### config.mk
export PLATFORM = sky130hd
export DESIGN_NAME = holdover_announce_ctrl
export DESIGN_NICKNAME = d
export VERILOG_FILES = /design/src/rtl/hac_pkg.sv /design/src/rtl/hac_rst_sync.sv /design/src/rtl/hac_lsb_pick.sv /design/src/rtl/hac_gap_timer.sv /design/src/rtl/holdover_announce_ctrl.sv
export SDC_FILE = /design/constraint.sdc
export NUM_CORES = 1
export LEC_CHECK = 0
export CAP_MARGIN = 25
export CORE_MARGIN = 8
export CORE_UTILIZATION = 40
export CTS_BUF_LIST = sky130_fd_sc_hd__clkbuf_8 sky130_fd_sc_hd__clkbuf_16
export CTS_CLUSTER_SIZE = 12
export DETAILED_ROUTE_END_ITERATION = 8
export DONT_BUFFER_PORTS = 1
export SLEW_MARGIN = 10
export SYNTH_ARGS = -nofsm -noshare
export SYNTH_HDL_FRONTEND = slang
export SYNTH_SLANG_ARGS = --single-unit
### constraint.sdc
create_clock -name clk -period 1.4 [get_ports clk]
set_input_delay 0.14 -clock clk [delete_from_list [all_inputs] [get_ports clk]]
set_output_delay 0.14 -clock clk [all_outputs]
set_load 0.03 [all_outputs]
### src/rtl/hac_pkg.sv
`timescale 1ns/1ps
package hac_pkg;
  typedef enum logic [2:0] {
    ST_IDLE  = 3'd0,
    ST_ISSUE = 3'd1,
    ST_WAIT  = 3'd2,
    ST_GAP   = 3'd3,
    ST_HELD  = 3'd4
  } hac_state_e;
endpackage

### src/rtl/hac_rst_sync.sv
`timescale 1ns/1ps
module hac_rst_sync #(
  parameter int STAGES = 2
) (
  input  logic clk,
  input  logic rst_n,
  output logic srst_n
);
  logic [STAGES-1:0] sync_q;

  always_ff @(posedge clk or negedge rst_n) begin
    if (!rst_n) sync_q <= '0;
    else        sync_q <= {sync_q[STAGES-2:0], 1'b1};
  end

  assign srst_n = sync_q[STAGES-1];
endmodule

### src/rtl/hac_lsb_pick.sv
`timescale 1ns/1ps
module hac_lsb_pick #(
  parameter int N  = 8,
  localparam int IW = (N > 1) ? $clog2(N) : 1
) (
  input  logic [N-1:0]  vec,
  output logic [IW-1:0] idx,
  output logic [N-1:0]  onehot
);
  always_comb begin
    onehot = vec & (~vec + 1'b1);
    idx    = '0;
    for (int i = N - 1; i >= 0; i--) begin
      if (vec[i]) idx = IW'(i);
    end
  end
endmodule

### src/rtl/hac_gap_timer.sv
`timescale 1ns/1ps
module hac_gap_timer #(
  parameter int GAP_W = 8
) (
  input  logic             clk,
  input  logic             rst_n,
  input  logic             load,
  input  logic [GAP_W-1:0] len,
  output logic             expired
);
  logic [GAP_W-1:0] cnt_q;
  logic             cnt_en;

  assign cnt_en = (cnt_q != '0);

  always_ff @(posedge clk or negedge rst_n) begin
    if (!rst_n)      cnt_q <= '0;
    else if (load)   cnt_q <= len;
    else if (cnt_en) cnt_q <= cnt_q - 1'b1;
  end

  assign expired = (cnt_q <= GAP_W'(1));
endmodule

### src/rtl/holdover_announce_ctrl.sv
`timescale 1ns/1ps
module holdover_announce_ctrl #(
  parameter int  NPORTS = 8,
  parameter int  GAP_W  = 8,
  localparam int PORT_W = (NPORTS > 1) ? $clog2(NPORTS) : 1
) (
  input  logic              clk,
  input  logic              rst_n,
  input  logic              holdover_i,
  input  logic [NPORTS-1:0] master_mask_i,
  input  logic [GAP_W-1:0]  gap_len_i,
  input  logic              inj_done_i,
  output logic              inj_start_o,
  output logic [PORT_W-1:0] inj_port_o,
  output logic              host_stall_o
);
  import hac_pkg::*;

  logic              srst_n;
  hac_state_e        state_q, state_d;
  logic [NPORTS-1:0] work_q, work_d, pick_oh, remain;
  logic              work_en;
  logic              hold_q;
  logic              hold_rise;
  logic              gap_load, gap_expired;
  logic              in_wait, done_seen;

  hac_rst_sync #(.STAGES(2)) u_rst (
    .clk(clk), .rst_n(rst_n), .srst_n(srst_n)
  );

  hac_lsb_pick #(.N(NPORTS)) u_pick (
    .vec(work_q), .idx(inj_port_o), .onehot(pick_oh)
  );

  hac_gap_timer #(.GAP_W(GAP_W)) u_gap (
    .clk(clk), .rst_n(srst_n), .load(gap_load),
    .len(gap_len_i), .expired(gap_expired)
  );

  assign hold_rise = holdover_i & ~hold_q;
  assign in_wait   = (state_q == ST_WAIT);
  assign done_seen = in_wait & inj_done_i;
  assign remain    = work_q & ~pick_oh;

  // next-state logic
  always_comb begin
    state_d  = state_q;
    work_d   = work_q;
    work_en  = 1'b0;
    gap_load = 1'b0;
    case (state_q)
      ST_IDLE: begin
        if (hold_rise) begin
          work_en = 1'b1;
          work_d  = master_mask_i;
          state_d = (master_mask_i != '0) ? ST_ISSUE : ST_HELD;
        end
      end
      ST_ISSUE: state_d = ST_WAIT;
      ST_WAIT: begin
        if (done_seen) begin
          work_en = 1'b1;
          work_d  = remain;
          if (remain == '0) begin
            state_d = ST_HELD;
          end else begin
            state_d  = ST_GAP;
            gap_load = 1'b1;
          end
        end
      end
      ST_GAP:  if (gap_expired) state_d = ST_ISSUE;
      ST_HELD: if (!holdover_i) state_d = ST_IDLE;
      default: state_d = ST_IDLE;
    endcase
  end

  // registers
  always_ff @(posedge clk or negedge srst_n) begin
    if (!srst_n) begin
      state_q <= ST_IDLE;
      hold_q  <= 1'b0;
    end else begin
      state_q <= state_d;
      hold_q  <= holdover_i;
    end
  end

  always_ff @(posedge clk or negedge srst_n) begin
    if (!srst_n)      work_q <= '0;
    else if (work_en) work_q <= work_d;
  end

  assign inj_start_o  = (state_q == ST_ISSUE);
  assign host_stall_o = (state_q == ST_ISSUE) || (state_q == ST_WAIT) ||
                        (state_q == ST_GAP);
endmodule

== Word level (Yosys, flattened, before mapping) ==
Index checks and enable logic that the tools add are counted.

* $add $sub $neg: 2
* $lt $le $gt $ge: 1
* Eq/ne operators: 8
* Mux-type cells: 26
* Bitwise logic cells: 7
* Reduce and logical (&&, ||, !) cells: 10

{| class="wikitable"
|+ Operators with widths
! operator !! count
|-
| 3-bit 2-to-1 mux || 14
|-
| 8-bit 2-to-1 mux || 4
|-
| 8-bit bitwise AND || 2
|-
| 8-bit NOT || 2
|-
| 8-bit case mux with 2 select lines || 1
|-
| 8-bit nonzero test || 2
|-
| 3-bit case mux with 5 select lines || 1
|-
| 8-bit by 1-bit adder with 8-bit output (second input constant) || 1
|-
| 8-bit by 1-bit <= comparator with 1-bit output (second input constant) || 1
|-
| 8-bit zero test || 1
|-
| 4-bit AND reduction || 2
|-
| 8-bit by 1-bit subtractor with 8-bit output (second input constant) || 1
|-
| 3-bit by 2-bit equality test with 1-bit output (second input constant) || 2
|-
| 2-bit != test (second input constant) || 3
|-
| 1-bit 2-to-1 mux || 5
|-
| 2-bit nonzero test || 2
|-
| 3-bit by 1-bit equality test with 1-bit output (second input constant) || 1
|-
| 3-bit equality test (second input constant) || 1
|-
| 3-bit zero test || 1
|-
| 1-bit bitwise AND || 2
|-
| 1-bit logical OR || 2
|-
| 2-bit by 1-bit != test with 1-bit output (second input constant) || 1
|-
| 1-bit case mux with 2 select lines || 1
|-
| 1-bit NOT || 1
|}

* Bits in registers: 22
* Input bits: 20
* Output and inout port bits: 5
* Word-level logic and storage cells: 59

== Depth between registers and ports, before layout ==
* Depth after elaboration: 10
* Depth in mapped cells: 7

== Modules after synthesis ==
Synthesis repeated with hierarchy kept, for this count alone.

* Cell total of the unflattened synthesis: 141
* Area, all modules: 1366.3 um^2

{| class="wikitable"
|+ Modules (own cells, without submodules)
! module !! times used !! cells an instance !! area an instance (um^2)
|-
| holdover_announce_ctrl || 1 || 63 || 644.4
|-
| hac_gap_timer || 1 || 55 || 521.8
|-
| hac_lsb_pick || 1 || 20 || 146.4
|-
| hac_rst_sync || 1 || 3 || 53.8
|}

== Least setup slack after synthesis ==
Ideal clock, no wire load.

* Path type: register to register
* Start: register work_q[0]
* End: register u_gap.cnt_q[0]
* Arrival: 2044 ps
* Data required time: 1275 ps
* Setup slack: -769 ps
* Stages on the path, launching flop included: 7
* Period minus slack after synthesis: 2169 ps
* Cells stage by stage: dfrtp_1 or4_4 buf_6 a2111oi_4 o31ai_2 nand3_4 mux2_4

* Longest elaborated chain between the ends: 10
* Elaborated cells between the ends (all ways): 11
* Classes of those cells: 1 x add/sub; 4 x mux; 4 x bitwise; 2 x reduce/logical

{| class="wikitable"
|+ Ends and longest elaborated chain
! element !! line !! RTL
|-
| start, declared || holdover_announce_ctrl.sv:21 || <nowiki>logic [NPORTS-1:0] work_q, work_d, pick_oh, remain;</nowiki>
|-
| start signal, assigned || holdover_announce_ctrl.sv:92 || <nowiki>else if (work_en) work_q <= work_d;</nowiki>
|-
| 8-bit NOT || hac_lsb_pick.sv:11 || <nowiki>onehot = vec & (~vec + 1'b1);</nowiki>
|-
| 8-bit by 1-bit adder with 8-bit output || hac_lsb_pick.sv:11 ||
|-
| 8-bit bitwise AND || hac_lsb_pick.sv:11 ||
|-
| 8-bit NOT || holdover_announce_ctrl.sv:44 || <nowiki>assign remain = work_q & ~pick_oh;</nowiki>
|-
| 8-bit bitwise AND (*) || holdover_announce_ctrl.sv:44 ||
|-
| 8-bit zero test (*) || holdover_announce_ctrl.sv:65 || <nowiki>if (remain == '0) begin</nowiki>
|-
| 1-bit 2-to-1 mux (*) || holdover_announce_ctrl.sv:65 ||
|-
| 1-bit 2-to-1 mux (*) || holdover_announce_ctrl.sv:62 || <nowiki>if (done_seen) begin</nowiki>
|-
| 1-bit 2-to-1 mux (*) || holdover_announce_ctrl.sv:52 || <nowiki>case (state_q)</nowiki>
|-
| 8-bit 2-to-1 mux or 2-bit nonzero test (tied branches) || - ||
|-
| end signal, assigned || hac_gap_timer.sv:18 || <nowiki>else if (load) cnt_q <= len;</nowiki>
|-
| end signal, assigned || hac_gap_timer.sv:19 || <nowiki>else if (cnt_en) cnt_q <= cnt_q - 1'b1;</nowiki>
|-
| end, declared || hac_gap_timer.sv:11 || <nowiki>logic [GAP_W-1:0] cnt_q;</nowiki>
|}

Mark *: on every way between the ends. The rest lies on a longest branch, timed or not.
A chain may end at the register's enable or synchronous reset.

== Worst setup path in the final report ==
* Start: register work_q[2]
* End: register u_gap.cnt_q[5]

Same word-level chain as after synthesis.

==> flow_results.xml <==
<?xml version="1.0" encoding="UTF-8"?>
<metrics>
  <group name="status">
    <metric name="outcome" unit="">finished with violations</metric>
    <metric name="failed_checks" unit="">negative setup slack</metric>
  </group>
  <group name="pwr">
    <metric name="power.share.clock" unit="%">7.7</metric>
    <metric name="swShare" unit="%">41.6</metric>
    <metric name="p_switching" unit="uW">2440</metric>
    <metric name="power_density" unit="nW/um^2">2930</metric>
    <metric name="vdd_ir_max" unit="V">0.00112</metric>
    <metric name="combPwrFrac" unit="%">72.0</metric>
    <metric name="power.leakage" unit="uW">0.000895</metric>
    <metric name="cellInternalPower" unit="uW">3430</metric>
    <metric name="power.share.sequential" unit="%">20.3</metric>
  </group>
  <group name="layout">
    <metric name="stdcell_area" unit="um^2">2000</metric>
    <metric name="design.final.nets" unit="">217</metric>
    <metric name="final_core_util" unit="%">60.0</metric>
    <metric name="filler_cell_count" unit="">298</metric>
    <metric name="syn_to_final_growth" unit="%">44.6</metric>
    <metric name="final_layout_size_suffix_gt1_share" unit="%">46.6</metric>
    <metric name="antenna_cells_inserted" unit="">0</metric>
  </group>
  <group name="critical_path">
    <metric name="timing.critical_path.arrival" unit="ns">2.24</metric>
    <metric name="cp-end-kind" unit="">register</metric>
    <metric name="criticalPathCategory" unit="">register to register</metric>
    <metric name="worst-path-max-fanout" unit="">8</metric>
    <metric name="reg2reg_slack" unit="ns">-0.69</metric>
    <metric name="regToRegStartpoint" unit="">work_q[2]</metric>
    <metric name="rr_endpoint" unit="">u_gap.cnt_q[5]</metric>
    <metric name="worst_setup_path_endpoint" unit="">u_gap.cnt_q[5]</metric>
    <metric name="worst-endpoint-required" unit="ns">1.55</metric>
    <metric name="cp-startpoint" unit="">work_q[2]</metric>
    <metric name="r2r_cells" unit="">5</metric>
    <metric name="startpoint_type" unit="">register</metric>
  </group>
  <group name="logic_synthesis">
    <metric name="total_of_flip_flops_plus_latches_after_synthesis" unit="">22</metric>
    <metric name="synthArstFlopShare" unit="%">100</metric>
    <metric name="syn-cell-area" unit="um^2">1390</metric>
    <metric name="most_used_flip_flop_cell_after_synthesis" unit="">dfrtp_1</metric>
    <metric name="netlist_instances" unit="">143</metric>
    <metric name="synthDistinctLibCells" unit="">34</metric>
    <metric name="synth_warnings" unit="">0</metric>
    <metric name="synthesis.nets" unit="">166</metric>
    <metric name="syn_avg_cell_area" unit="um^2">9.69</metric>
    <metric name="post_synthesis_sequential_area_ratio" unit="%">39.7</metric>
    <metric name="number_of_enable_flip_flop_cells_after_synthesis" unit="">0</metric>
  </group>
  <group name="detailed_routing">
    <metric name="num_vias" unit="">1236</metric>
    <metric name="postRouteAntennaNets" unit="">0</metric>
    <metric name="routed_wirelength" unit="um">3550</metric>
    <metric name="drc_errors" unit="">0</metric>
    <metric name="drt_first_iter_violations" unit="">38</metric>
    <metric name="viasPerCell" unit="">5.17</metric>
    <metric name="drtPass1Iterations" unit="">4</metric>
    <metric name="post_drt_wl_per_cell" unit="um">14.9</metric>
  </group>
  <group name="placed_design">
    <metric name="post_dp_cell_area" unit="um^2">1790</metric>
    <metric name="final_weighted_congestion_in_routability_driven_placement" unit="">0.882</metric>
    <metric name="place_hpwl" unit="um">2650</metric>
    <metric name="placement.io_buffers" unit="">0</metric>
    <metric name="dp_slack" unit="ns">-0.686</metric>
  </group>
  <group name="global_routing">
    <metric name="grt_start_max_net_pins" unit="">21</metric>
    <metric name="grt_util_all_layers" unit="%">13.1</metric>
    <metric name="antenna_found_initial" unit="">0</metric>
    <metric name="grt_pass1_wl" unit="um">5720</metric>
    <metric name="first_global_vias" unit="">1297</metric>
    <metric name="grt_overflow" unit="">0</metric>
  </group>
  <group name="min_path">
    <metric name="hold_path_depth" unit="">1</metric>
    <metric name="timing.hold.worst.class" unit="">primary input to register</metric>
  </group>
  <group name="timing">
    <metric name="timing.final.hold_violations" unit="">0</metric>
    <metric name="finalCriticalPeriod" unit="ns">2.09</metric>
    <metric name="finalWorstSetupSlack" unit="ns">-0.695</metric>
    <metric name="timing.fmax" unit="GHz">0.477</metric>
    <metric name="setup_viol" unit="">20</metric>
    <metric name="skew" unit="ns">0.00351</metric>
    <metric name="timing.final.max_slew_violations" unit="">0</metric>
    <metric name="unrepaired_setup_endpoints_after_global_routing" unit="">yes</metric>
    <metric name="layout_worst_path_cycle_share" unit="%">150</metric>
  </group>
  <group name="floorplanning">
    <metric name="die_outline_area" unit="um^2">5600</metric>
    <metric name="io-pin-count" unit="">25</metric>
    <metric name="die_width" unit="um">74.8</metric>
    <metric name="die_y" unit="um">74.8</metric>
    <metric name="core-area" unit="um^2">3340</metric>
    <metric name="rows" unit="">21</metric>
    <metric name="initial_utilization" unit="%">41.5</metric>
  </group>
  <group name="clock_network">
    <metric name="clock_path_buffers" unit="">2</metric>
    <metric name="clk_root_buffer_cell" unit="">clkbuf_8</metric>
    <metric name="clock_tree_from_tritoncts" unit="">built</metric>
    <metric name="cts-buffers-inserted" unit="">3</metric>
    <metric name="clk_latency" unit="ns">0.26</metric>
    <metric name="ctsHtreeMaxLevel" unit="">1</metric>
    <metric name="clock_slew_at_the_register_clock_pins_of_the_worst_setup_and_hold_paths" unit="ns">0.08</metric>
    <metric name="cts_sinks" unit="">22</metric>
  </group>
  <group name="job">
    <metric name="drv_cap" unit="">0</metric>
  </group>
</metrics>
[power groups by stage]
| stage | registers (uW) | clock network [uW] | logic (uW) |
|---|---|---|---|
| floorplan | 1210 | 0 | 2360 |
| detailed placement | 1180 | 0 | 3700 |
| global route | 1230 | 498 | 4560 |
| finish | 1190 | 453 | 4220 |
| CTS | 1180 | 464 | 3920 |
| global placement | 1170 | 0 | 3610 |
[cells in the final DEF, fill, tap and decap left out, drive strengths merged]
master	n
buf	49
dfrtp	22
nor2	17
nand2	12
o21ai	11
mux2	10
nor3	8
inv	7
a22o	7
a21oi	6
nor4	6
nand3	5
clkbuf	4
xnor2	3
ha	3
nor3b	3
a2111oi	2
o21a	2
dlygate4sd3	2
a21boi	2
or2	1
o21bai	1
or4	1
and2	1
maj3	1
o22ai	1
nand2b	1
o31ai	1
xor2	1
mux2i	1
nand4b	1
conb	1
[worst min-delay path by stage]
| stage | start | end |
|---|---|---|
| floorplan | rst_n | u_rst.sync_q[0] |
| global placement | rst_n | u_rst.sync_q[0] |
| detailed placement | rst_n | u_rst.sync_q[0] |
| CTS | master_mask_i[5] | work_q[5] |
| global route | gap_len_i[7] | u_gap.cnt_q[7] |
| finish | master_mask_i[5] | work_q[5] |
[through the flow]
stage          hold slack [ns]  cells  setup TNS (ns)  total power, uW
2_1_floorplan           -0.156    143           -8.28             3570
3_3_place_gp            -0.156    228           -8.03             4780
3_5_place_dp            -0.156    228           -8.47             4880
4_1_cts                 0.0115    235           -9.17             5570
5_1_grt                0.00238    239          -10.74             6280
6_report                0.0152    239           -9.29             5870
[timing repair]
item / 4_1_cts / 5_1_grt
endpoints found under the hold margin: 3 / 0
endpoints found under the setup margin: 22 / 23
cloned: 0 / 0
gates resized for setup: 18 / 14
setup buffers: 1 / 4
hold buffers: 2 / 0
pin swaps: 8 / 2
[cells in the mapped netlist, types with 3 or more instances]
master	count	area share, %
dfrtp_1	22	40
nor2_1	17	4.6
nand2_1	12	3.3
o21ai_0	10	3.6
mux2_4	8	8.7
nor3_1	8	2.9
a22o_1	7	4.4
inv_1	7	1.9
a21oi_1	6	2.2
nor4_1	6	2.7
clkbuf_1	4	1.1
nand3_1	4	1.4
ha_1	3	2.7
nor3b_1	3	1.6
xnor2_1	3	1.9
[worst max-delay path, stage by stage, from the launching register on]
cell	delay, ns
dfrtp_1	0.38
or4_4	0.59
a2111oi_4	0.39
o31ai_4	0.13
nand3_4	0.17
mux2_4	0.32
[layout make-up]
type	instances	area, um^2	share of cell area, %
sequential	22	556	27.7
clock buffer	4	55.1	2.75
inverter	7	26.3	1.31
tap	46	57.6	2.87
multi-input combinational	109	887	44.3
timing repair buffer	51	422	21.0
[metal layers]
layer,global-route usage [%],part of all wire [%]
met1,15.1,42
met2,22.9,53
met3,2.40,3.3
met4,5.43,1.5
met5,0,0
[state kept, by name, summed over array words and instances, names as in the netlist]
| register | count |
|---|---|
| state_q | 3 |
| u_rst.sync_q | 2 |
| work_q | 8 |
| u_gap.cnt_q | 8 |
| hold_q | 1 |
[cells by family after synthesis]
logic type	share of synthesized area, %
and+or+nand+nor	20.6
DFF	39.7
other	0.271
adders and majority gates	3.43
muxes	11.0
buffers and inverters	3.79
xor gates and xnor gates	2.53
AOI/OAI and AO/OA	18.6
No activity file was read; power rests on OpenSTA's default activity.
